## config.mk

```make
export PLATFORM = sky130hd
export DESIGN_NAME = nco_carrier_gen
export DESIGN_NICKNAME = d
export VERILOG_FILES = /design/src/rtl/nco_pkg.sv /design/src/rtl/nco_phase_acc.sv /design/src/rtl/nco_wave_rom.sv /design/src/rtl/nco_align_pipe.sv /design/src/rtl/nco_carrier_gen.sv
export SDC_FILE = /design/constraint.sdc
export NUM_CORES = 1
export LEC_CHECK = 0
export ABC_AREA = 1
export CAP_MARGIN = 0
export CORE_UTILIZATION = 55
export CTS_CLUSTER_SIZE = 12
export DETAILED_ROUTE_END_ITERATION = 7
export PLACE_DENSITY = 0.87
export SYNTH_ARGS = -nofsm -noshare
export SYNTH_HDL_FRONTEND = slang
export SYNTH_SLANG_ARGS = --single-unit
```

## constraint.sdc

```tcl
create_clock -name clk -period 2.44 [get_ports clk]
set_input_delay 0.488 -clock clk [delete_from_list [all_inputs] [get_ports clk]]
set_output_delay 0.488 -clock clk [all_outputs]
set_load 0.01 [all_outputs]
```

## src/rtl/nco_pkg.sv

```systemverilog
package nco_pkg;

   // which waveform a table holds
   typedef enum logic {
      WAVE_COS = 1'b0,
      WAVE_SIN = 1'b1
   } wave_e;

   // read latency of the waveform tables, matched by the phase delay
   localparam int TABLE_LAT = 1;

   localparam real TWO_PI = 6.28318530717958647692;

   // amplitude of one table entry, rounded half away from zero
   function automatic int wave_point(input int idx, input int depth,
                                     input int peak, input wave_e kind);
      real ang;
      real val;
      ang = TWO_PI * real'(idx) / real'(depth);
      if (kind == WAVE_SIN) val = $sin(ang);
      else                  val = $cos(ang);
      val = val * real'(peak);
      if (val >= 0.0) return $rtoi(val + 0.5);
      else            return -$rtoi(0.5 - val);
   endfunction

endpackage

```

## src/rtl/nco_phase_acc.sv

```systemverilog
module nco_phase_acc #(
   parameter int PHASE_W = 8
) (
   input  logic               clk,
   input  logic               rst,
   input  logic [PHASE_W-1:0] step_i,
   output logic [PHASE_W-1:0] phase_o
);

   logic [PHASE_W-1:0] step_q;
   logic [PHASE_W-1:0] phase_q;
   logic [PHASE_W-1:0] phase_sum;

   // the sum drops its carry, so the phase wraps at 2**PHASE_W
   always_comb begin
      phase_sum = phase_q + step_q;
   end

   always_ff @(posedge clk) begin
      if (rst) begin
         step_q  <= '0;
         phase_q <= '0;
      end else begin
         step_q  <= step_i;
         phase_q <= phase_sum;
      end
   end

   assign phase_o = phase_q;

endmodule

```

## src/rtl/nco_wave_rom.sv

```systemverilog
module nco_wave_rom
   import nco_pkg::*;
#(
   parameter int    ADDR_W = 8,
   parameter int    AMP_W  = 8,
   parameter wave_e KIND   = WAVE_COS
) (
   input  logic                    clk,
   input  logic                    rst,
   input  logic [ADDR_W-1:0]       addr_i,
   output logic signed [AMP_W-1:0] amp_o
);

   localparam int DEPTH = 1 << ADDR_W;
   localparam int PEAK  = (1 << (AMP_W - 1)) - 1;

   logic signed [AMP_W-1:0] lut [DEPTH];
   logic signed [AMP_W-1:0] amp_q;

   // one full waveform cycle, computed entry by entry at elaboration
   for (genvar g = 0; g < DEPTH; g++) begin : g_entry
      assign lut[g] = AMP_W'(wave_point(g, DEPTH, PEAK, KIND));
   end

   always_ff @(posedge clk) begin
      if (rst) amp_q <= '0;
      else     amp_q <= lut[addr_i];
   end

   assign amp_o = amp_q;

endmodule

```

## src/rtl/nco_align_pipe.sv

```systemverilog
module nco_align_pipe #(
   parameter int W   = 8,
   parameter int LAT = 1
) (
   input  logic         clk,
   input  logic         rst,
   input  logic [W-1:0] d_i,
   output logic [W-1:0] d_o
);

   if (LAT == 0) begin : g_pass
      assign d_o = d_i;
   end else begin : g_chain
      logic [W-1:0] stage [LAT];
      always_ff @(posedge clk) begin
         if (rst) stage[0] <= '0;
         else     stage[0] <= d_i;
      end
      for (genvar s = 1; s < LAT; s++) begin : g_stage
         always_ff @(posedge clk) begin
            if (rst) stage[s] <= '0;
            else     stage[s] <= stage[s-1];
         end
      end
      assign d_o = stage[LAT-1];
   end

endmodule

```

## src/rtl/nco_carrier_gen.sv

```systemverilog
module nco_carrier_gen
   import nco_pkg::*;
#(
   parameter int PHASE_W = 8,
   parameter int AMP_W   = 8
) (
   input  logic                    clk,
   input  logic                    rst,
   input  logic [PHASE_W-1:0]      step_i,
   output logic [PHASE_W-1:0]      phase_o,
   output logic signed [AMP_W-1:0] cos_o,
   output logic signed [AMP_W-1:0] sin_o
);

   // elaboration-time guards on the parameters
   if (PHASE_W < 2 || PHASE_W > 12) begin : g_bad_phase_w
      $error("nco_carrier_gen: PHASE_W must lie in 2..12");
   end
   if (AMP_W < 3 || AMP_W > 16) begin : g_bad_amp_w
      $error("nco_carrier_gen: AMP_W must lie in 3..16");
   end

   logic [PHASE_W-1:0] acc_phase;

   nco_phase_acc #(
      .PHASE_W (PHASE_W)
   ) u_acc (
      .clk     (clk),
      .rst     (rst),
      .step_i  (step_i),
      .phase_o (acc_phase)
   );

   nco_wave_rom #(
      .ADDR_W (PHASE_W),
      .AMP_W  (AMP_W),
      .KIND   (WAVE_COS)
   ) u_cos_rom (
      .clk    (clk),
      .rst    (rst),
      .addr_i (acc_phase),
      .amp_o  (cos_o)
   );

   nco_wave_rom #(
      .ADDR_W (PHASE_W),
      .AMP_W  (AMP_W),
      .KIND   (WAVE_SIN)
   ) u_sin_rom (
      .clk    (clk),
      .rst    (rst),
      .addr_i (acc_phase),
      .amp_o  (sin_o)
   );

   nco_align_pipe #(
      .W   (PHASE_W),
      .LAT (TABLE_LAT)
   ) u_align (
      .clk (clk),
      .rst (rst),
      .d_i (acc_phase),
      .d_o (phase_o)
   );

endmodule

```

==> reports/summary.txt, run 1 <==
Status - finished, final reports clean
Synth-to-Final Area Change - 14.2%
Clock Tree Root - clkbuf_8
Dpl hpwl - 7970 um
Unique masters post-synth - 31
Peak VDD IR - 0.000386 V
Nets - 659
Rel. slew slack - 58.9%
Core area - 5960 um2
PostCTS Resize Cnt - 0
CP Max Fanout - 5
Initial core utilization - 57.7%
Share of post-route cells with drive strength above 1 - 6.37%
Sequential-to-total area share from yosys stat - 23.3%
Worst-Margin Slew - 0.614 ns
Final WS setup - 0.439 ns
Vias - 4039
First-pass GRT wire length - 17600 um
Post-DR wirelength/cell - 15.7 um
Die W - 81.0 um
Max Fclk - 500 MHz
Initial antenna violation count - 0
Max_cap viols - 0
Synth warn - 0
Vias in the first global route - 3705
Mux contribution to synthesized area - 0%
ANT nets after route - 0
Final worst-path cycle share - 82.0%
Synth Instances - 599
Via/cell ratio - 5.75
Fin Clk Skew - 0.0104 ns
Final Setup Violations - 0
Adder-Cell Fraction of Synth Area - 8.23%
Die Height - 81.0 um
Crit. End Element - flip-flop
Residual DRC count - 0
# IOs - 34
Hold Path Class - reg -> reg
Detailed Routing Iterations Pass 1 - 5
Initial DRC count - 371
Final Hold Fails - 0
Post-Syn Area - 3430 um2
Pin count of the biggest net entering global routing - 27
CTS buffer count - 5
Commonest non-fill, non-tap cell in the layout - nand2_1
Ant. Diodes - 0
# H-tree levels - 2
Port Buf Inserts - 33
Pleak - 0.00199 uW
Crit path DAT - 2.21 ns
CTS tree - done
Highest-count cells in the layout ignoring fill and taps - nand2_1 (205), nand3_1 (86), nor2_1 (73), inv_1 (49), dfxtp_1 (40)
Crit path required time - 2.65 ns
RSZ-0062 raised after global routing - false
Routability cong. - 0.957
Synth Area in XOR/XNOR - 0.255%
Gr usage total - 35.6%
Startpoint types - flip-flop
Setup_tns - 0 ns
Largest family of logic cells by synthesized area - simple AND/OR/NAND/NOR gates
Fill cells - 577
Crit Path Category - reg -> reg
Compound-Gate Fraction of Synth Area - 11.3%
# rows - 28
Post-CTS Hold Buffers - 0
Mean Syn Cell Area - 5.73 um2
Setup Fix Bufs, Post-CTS - 0
Syn Nets - 631
Placement Setup Slack - 0.506 ns
Simple-gate area share of the yosys netlist - 45.3%
Clk sink count - 40
Clock latency on the worst-skew pair - 0.31 ns
Overflow left after global routing - 0
Reg clk slew, reported paths - 0.09 ns
P per Cell Area - 707 nW/um2
#FFs+latches synth - 40
Fin. max-slew vios - 0
Total Routed Length - 11000 um
Final critical-path required period - 2.00 ns
Deepest clock path buffer count - 2
Die Area - 6560 um2
cell families (layout without fill, tap and decap cells):
kind of cell / after synthesis / in the layout
adders and majority gates: 22 / 22
DFF: 40 / 40
buffers and inverters: 85 / 114
xor gates and xnor gates: 1 / 1
AOI/OAI and AO/OA: 74 / 74
and+or+nand+nor: 377 / 377
cell usage after synthesis (all sizes together):
library cell	n	area [um2]
a21oi	37	185
nand3	86	430
clkinv	2	8.75
a211oi	1	7.51
clkbuf	6	22.5
nor2	77	304
a31oi	1	6.26
a22oi	1	7.51
o21ai	30	150
o211ai	2	15.0
o2111ai	1	8.76
fa	1	20.0
buf	22	154
inv	55	214
ha	21	263
dfxtp	40	801
nor3	4	20.0
xnor2	1	8.76
o21bai	1	7.51
nand2	210	801
where the power goes:
group / internal [uW] / switching, uW / total (uW)
registers: 744 / 41.2 / 785
clock network: 335 / 266 / 602
logic: 493 / 896 / 1390
total: 1570 / 1200 / 2780
state kept, by name (all words and copies together) (netlist names):
register / cells
u_acc.phase_o: 8
u_acc.step_q: 8
u_align.g_chain.stage: 8
u_cos_rom.amp_o: 8
u_sin_rom.amp_o: 8
layout make-up:
| class | instances | area, um2 | share of cell area (%) |
|---|---|---|---|
| Timing Repair Buffer | 49 | 450 | 11.5 |
| Clock inverter | 2 | 38.8 | 0.989 |
| Sequential cell | 40 | 801 | 20.4 |
| Multi-Input combinational cell | 474 | 2230 | 57.0 |
| Tap cell | 75 | 93.8 | 2.39 |
| Clock buffer | 6 | 82.6 | 2.10 |
| Inverter | 57 | 223 | 5.68 |
worst max-delay path, stage by stage, from the launching register on:
cell and delay (ns):
dfxtp_1 0.36, inv_1 0.08, ha_1 0.37, nand2_1 0.22
nand2_1 0.17, nand2_1 0.08, nand3_1 0.14, nand2_1 0.07
inv_1 0.05, nand2_1 0.07, nand2_1 0.07, nand2_1 0.06
nor2_1 0.12, nor2_1 0.05
stage by stage:
step / hold WS, ns / instance area (um2) / instances / total power (uW) / utilization [%]
global placement: 0.532 / 3800 / 695 / 2130 / 63.8
global route: 0.599 / 3920 / 703 / 2970 / 65.9
detailed placement: 0.544 / 3800 / 695 / 2150 / 63.8
CTS: 0.564 / 3920 / 703 / 2740 / 65.9
finish: 0.556 / 3920 / 703 / 2780 / 65.9
floorplan: 0.486 / 3430 / 599 / 1750 / -
routing by layer:
layer | share of wire (%) | global-route usage [%]
met1 | 42 | 44.1
met2 | 45 | 56.3
met3 | 9.7 | 8.99
met4 | 4.1 | 18.9
met5 | 0 | 0
final timing paths:
check	cells after the start	to	slack (ns)	startpoint
worst max register to register	13	u_sin_rom.amp_o[0]	0.44	u_acc.phase_o[0]
worst min register to register	3	u_acc.phase_o[0]	0.56	u_acc.step_q[0]
worst max-delay path	13	u_sin_rom.amp_o[0]	0.44	u_acc.phase_o[0]
worst min-delay path	3	u_acc.phase_o[0]	0.56	u_acc.step_q[0]
Note: power is estimated with default switching activity, not from simulation.
==> inputs of run 2 (changes only) <==
==> constraint.sdc (replaced) <==
create_clock -name clk -period 2 [get_ports clk]
set_input_delay 0.4 -clock clk [delete_from_list [all_inputs] [get_ports clk]]
set_output_delay 0.4 -clock clk [all_outputs]
set_load 0.01 [all_outputs]
==> reports/summary.txt, run 2 (synthesis results as in run 1) <==
Die W - 81.0 um (unchanged)
Initial DRC count - 525 (+42%)
P per Cell Area - 856 nW/um2 (+21%)
Most used cell along the critical path - nand2_1
CTS tree - done
Fin cells - 713 (+1.4%)
Routability cong. - 0.992 (+3.7%)
Final Hold Fails - 0 (unchanged)
Final Setup Violations - 0 (unchanged)
Vias - 4179 (+3.5%)
Hold Path Class - reg -> reg
Status - finished, final reports clean
Max_cap viols - 0 (unchanged)
Clk sink count - 40 (unchanged)
Crit. End Element - flip-flop
Crit path DAT - 2.08 ns (-0.13 ns)
Slowest stage delay, CP - 0.34 ns (-0.03 ns)
Share of post-route cells with drive strength above 1 - 9.09% (+2.7 points)
Pleak - 0.00204 uW (+2.8%)
Pin count of the biggest net entering global routing - 29 (+7.4%)
Hold_ws - 0.561 ns (+0.00541 ns)
Detailed Routing Iterations Pass 1 - 6 (+1)
Reg clk slew, reported paths - 0.09 ns (about the same)
Clock latency on the worst-skew pair - 0.30 ns (about the same)
Post-DR wirelength/cell - 16.0 um (+2.3%)
First-pass GRT wire length - 17900 um (+1.6%)
Via/cell ratio - 5.86 (+2.0%)
# H-tree levels - 2 (unchanged)
Die Height - 81.0 um (unchanged)
Nets - 669 (+1.5%)
Crit path required time - 2.20 ns (-0.45 ns)
CP Cell Sequence - inv_1 -> buf_4 -> ha_1 -> inv_1 -> nand2_1 -> nand2_1 -> nand2_1 -> nor2_1 -> nand2_1 -> nand3_1 -> nand2_1 -> inv_1 -> nand3_1 -> nand2_1 -> inv_1
Worst-Margin Slew - 0.560 ns (-0.0542 ns)
Vias in the first global route - 3732 (+0.73%)
ANT nets after route - 0 (unchanged)
Fin. max-slew vios - 0 (unchanged)
Highest-count cells in the layout ignoring fill and taps - nand2_1 (202), nand3_1 (86), nor2_1 (73), inv_1 (48), dfxtp_1 (38)
Post-CTS Hold Buffers - 0 (unchanged)
Total Routed Length - 11400 um (+3.7%)
Final worst-path cycle share - 94.1% (+12 points)
Dpl hpwl - 8200 um (+2.8%)
Port Buf Inserts - 33 (unchanged)
Ant. Diodes - 0 (unchanged)
Fin Clk Skew - 0.0103 ns (-0.000125 ns)
# rows - 28 (unchanged)
Max Fclk - 532 MHz (+6.3%)
Residual DRC count - 0 (unchanged)
Crit Path Category - reg -> reg
Initial antenna violation count - 0 (unchanged)
CP Max Fanout - 10 (+5)
Placed cells - 702 (+1.0%)
Overflow left after global routing - 0 (unchanged)
Deepest clock path buffer count - 2 (unchanged)
Final critical-path required period - 1.88 ns (-0.119 ns)
CTS buffer count - 5 (unchanged)
Gr usage total - 35.9% (+0.32 points)
Clock Tree Root - clkbuf_8
Core area - 5960 um2 (unchanged)
CP top delay family - simple AND/OR/NAND/NOR gates
Startpoint types - flip-flop
Commonest non-fill, non-tap cell in the layout - nand2_1
Total power draw - 3460 uW (+25%)
Rel. slew slack - 62.6% (+3.7 points)
Die Area - 6560 um2 (unchanged)
Initial core utilization - 57.7% (unchanged)
Worst path slowest cell - dfxtp_2
Synth-to-Final Area Change - 17.8%
Buf/Inv on CP - 5 (+3)
# IOs - 34 (unchanged)
Peak VDD IR - 0.000542 V (+40%)
[run 2: cell types whose count changed in the layout (fill, tap and decap cells not counted), moves of 2 or more]
cell	delta
buf_12	+2
dfxtp_1	-2
nand2_1	-3
nand2_2	+3
dfxtp_2	+2
o21ai_2	+2
buf_4	+7
[run 2: worst reg2reg max path: cells and delay by family (launching register included)]
| family | cells | cell delay (ns) |
|---|---|---|
| flops | 1 | 0.34 |
| buf+inv | 5 | 0.41 |
| simple gates | 9 | 0.83 |
| fa+ha+maj | 1 | 0.21 |
[run 2: path summary, 6_finish.rpt]
path | from | end | slack (ns) | cells past startpoint
setup / recovery | u_acc.phase_o[0] | u_cos_rom.amp_o[1] | 0.12 | 15
setup reg to reg | u_acc.phase_o[0] | u_cos_rom.amp_o[1] | 0.12 | 15
hold / removal | u_acc.phase_o[6] | u_align.g_chain.stage[0][6] | 0.56 | 2
hold reg to reg | u_acc.phase_o[6] | u_align.g_chain.stage[0][6] | 0.56 | 2
[run 2: what timing repair did]
item / 4_1_cts / 5_1_grt
buffers inserted: 0 / 3
resized for setup: 0 / 10
endpoints found under the setup margin: 0 / 6
[run 2: stage by stage]
step / setup TNS [ns] / util, % / worst slack, ns / cell area, um2
floorplan: 0 / - / 0.0412 / 3430
global placement: 0 / 65.1 / 0.150 / 3880
detailed placement: 0 / 65.1 / 0.0662 / 3880
CTS: 0 / 67.2 / 0.0535 / 4000
global route: -0.00726 / 67.9 / -0.00726 / 4050
finish: 0 / 67.9 / 0.119 / 4050
[run 2: cell type report]
cell class | instances | area, um2
timing repair buffer | 59 | 554
fill | 553 | 1910
sequential | 40 | 803
clock inverter | 2 | 38.8
inverter | 57 | 223
tap | 75 | 93.8
clock buffer | 6 | 82.6
multi-input combinational | 474 | 2250
[run 2: routing by layer]
metal  routed length (um)  track usage (%)  part of all wire, %  vias to the layer above
li1                     -                -                    -                     1985
met1                 4760             45.4                   42                     1869
met2                 5050             58.9                   44                      277
met3                 1190             6.40                   10                       48
met4                  419             16.3                  3.7                        0
met5                    0                0                    0                        -
[run 2: power by group]
part	internal, uW	leakage, uW	switching (uW)
Sequential	908	0.000332	54.5
Clock	409	0.0000614	320
Combinational	647	0.00165	1120
Total	1960	0.00204	1500
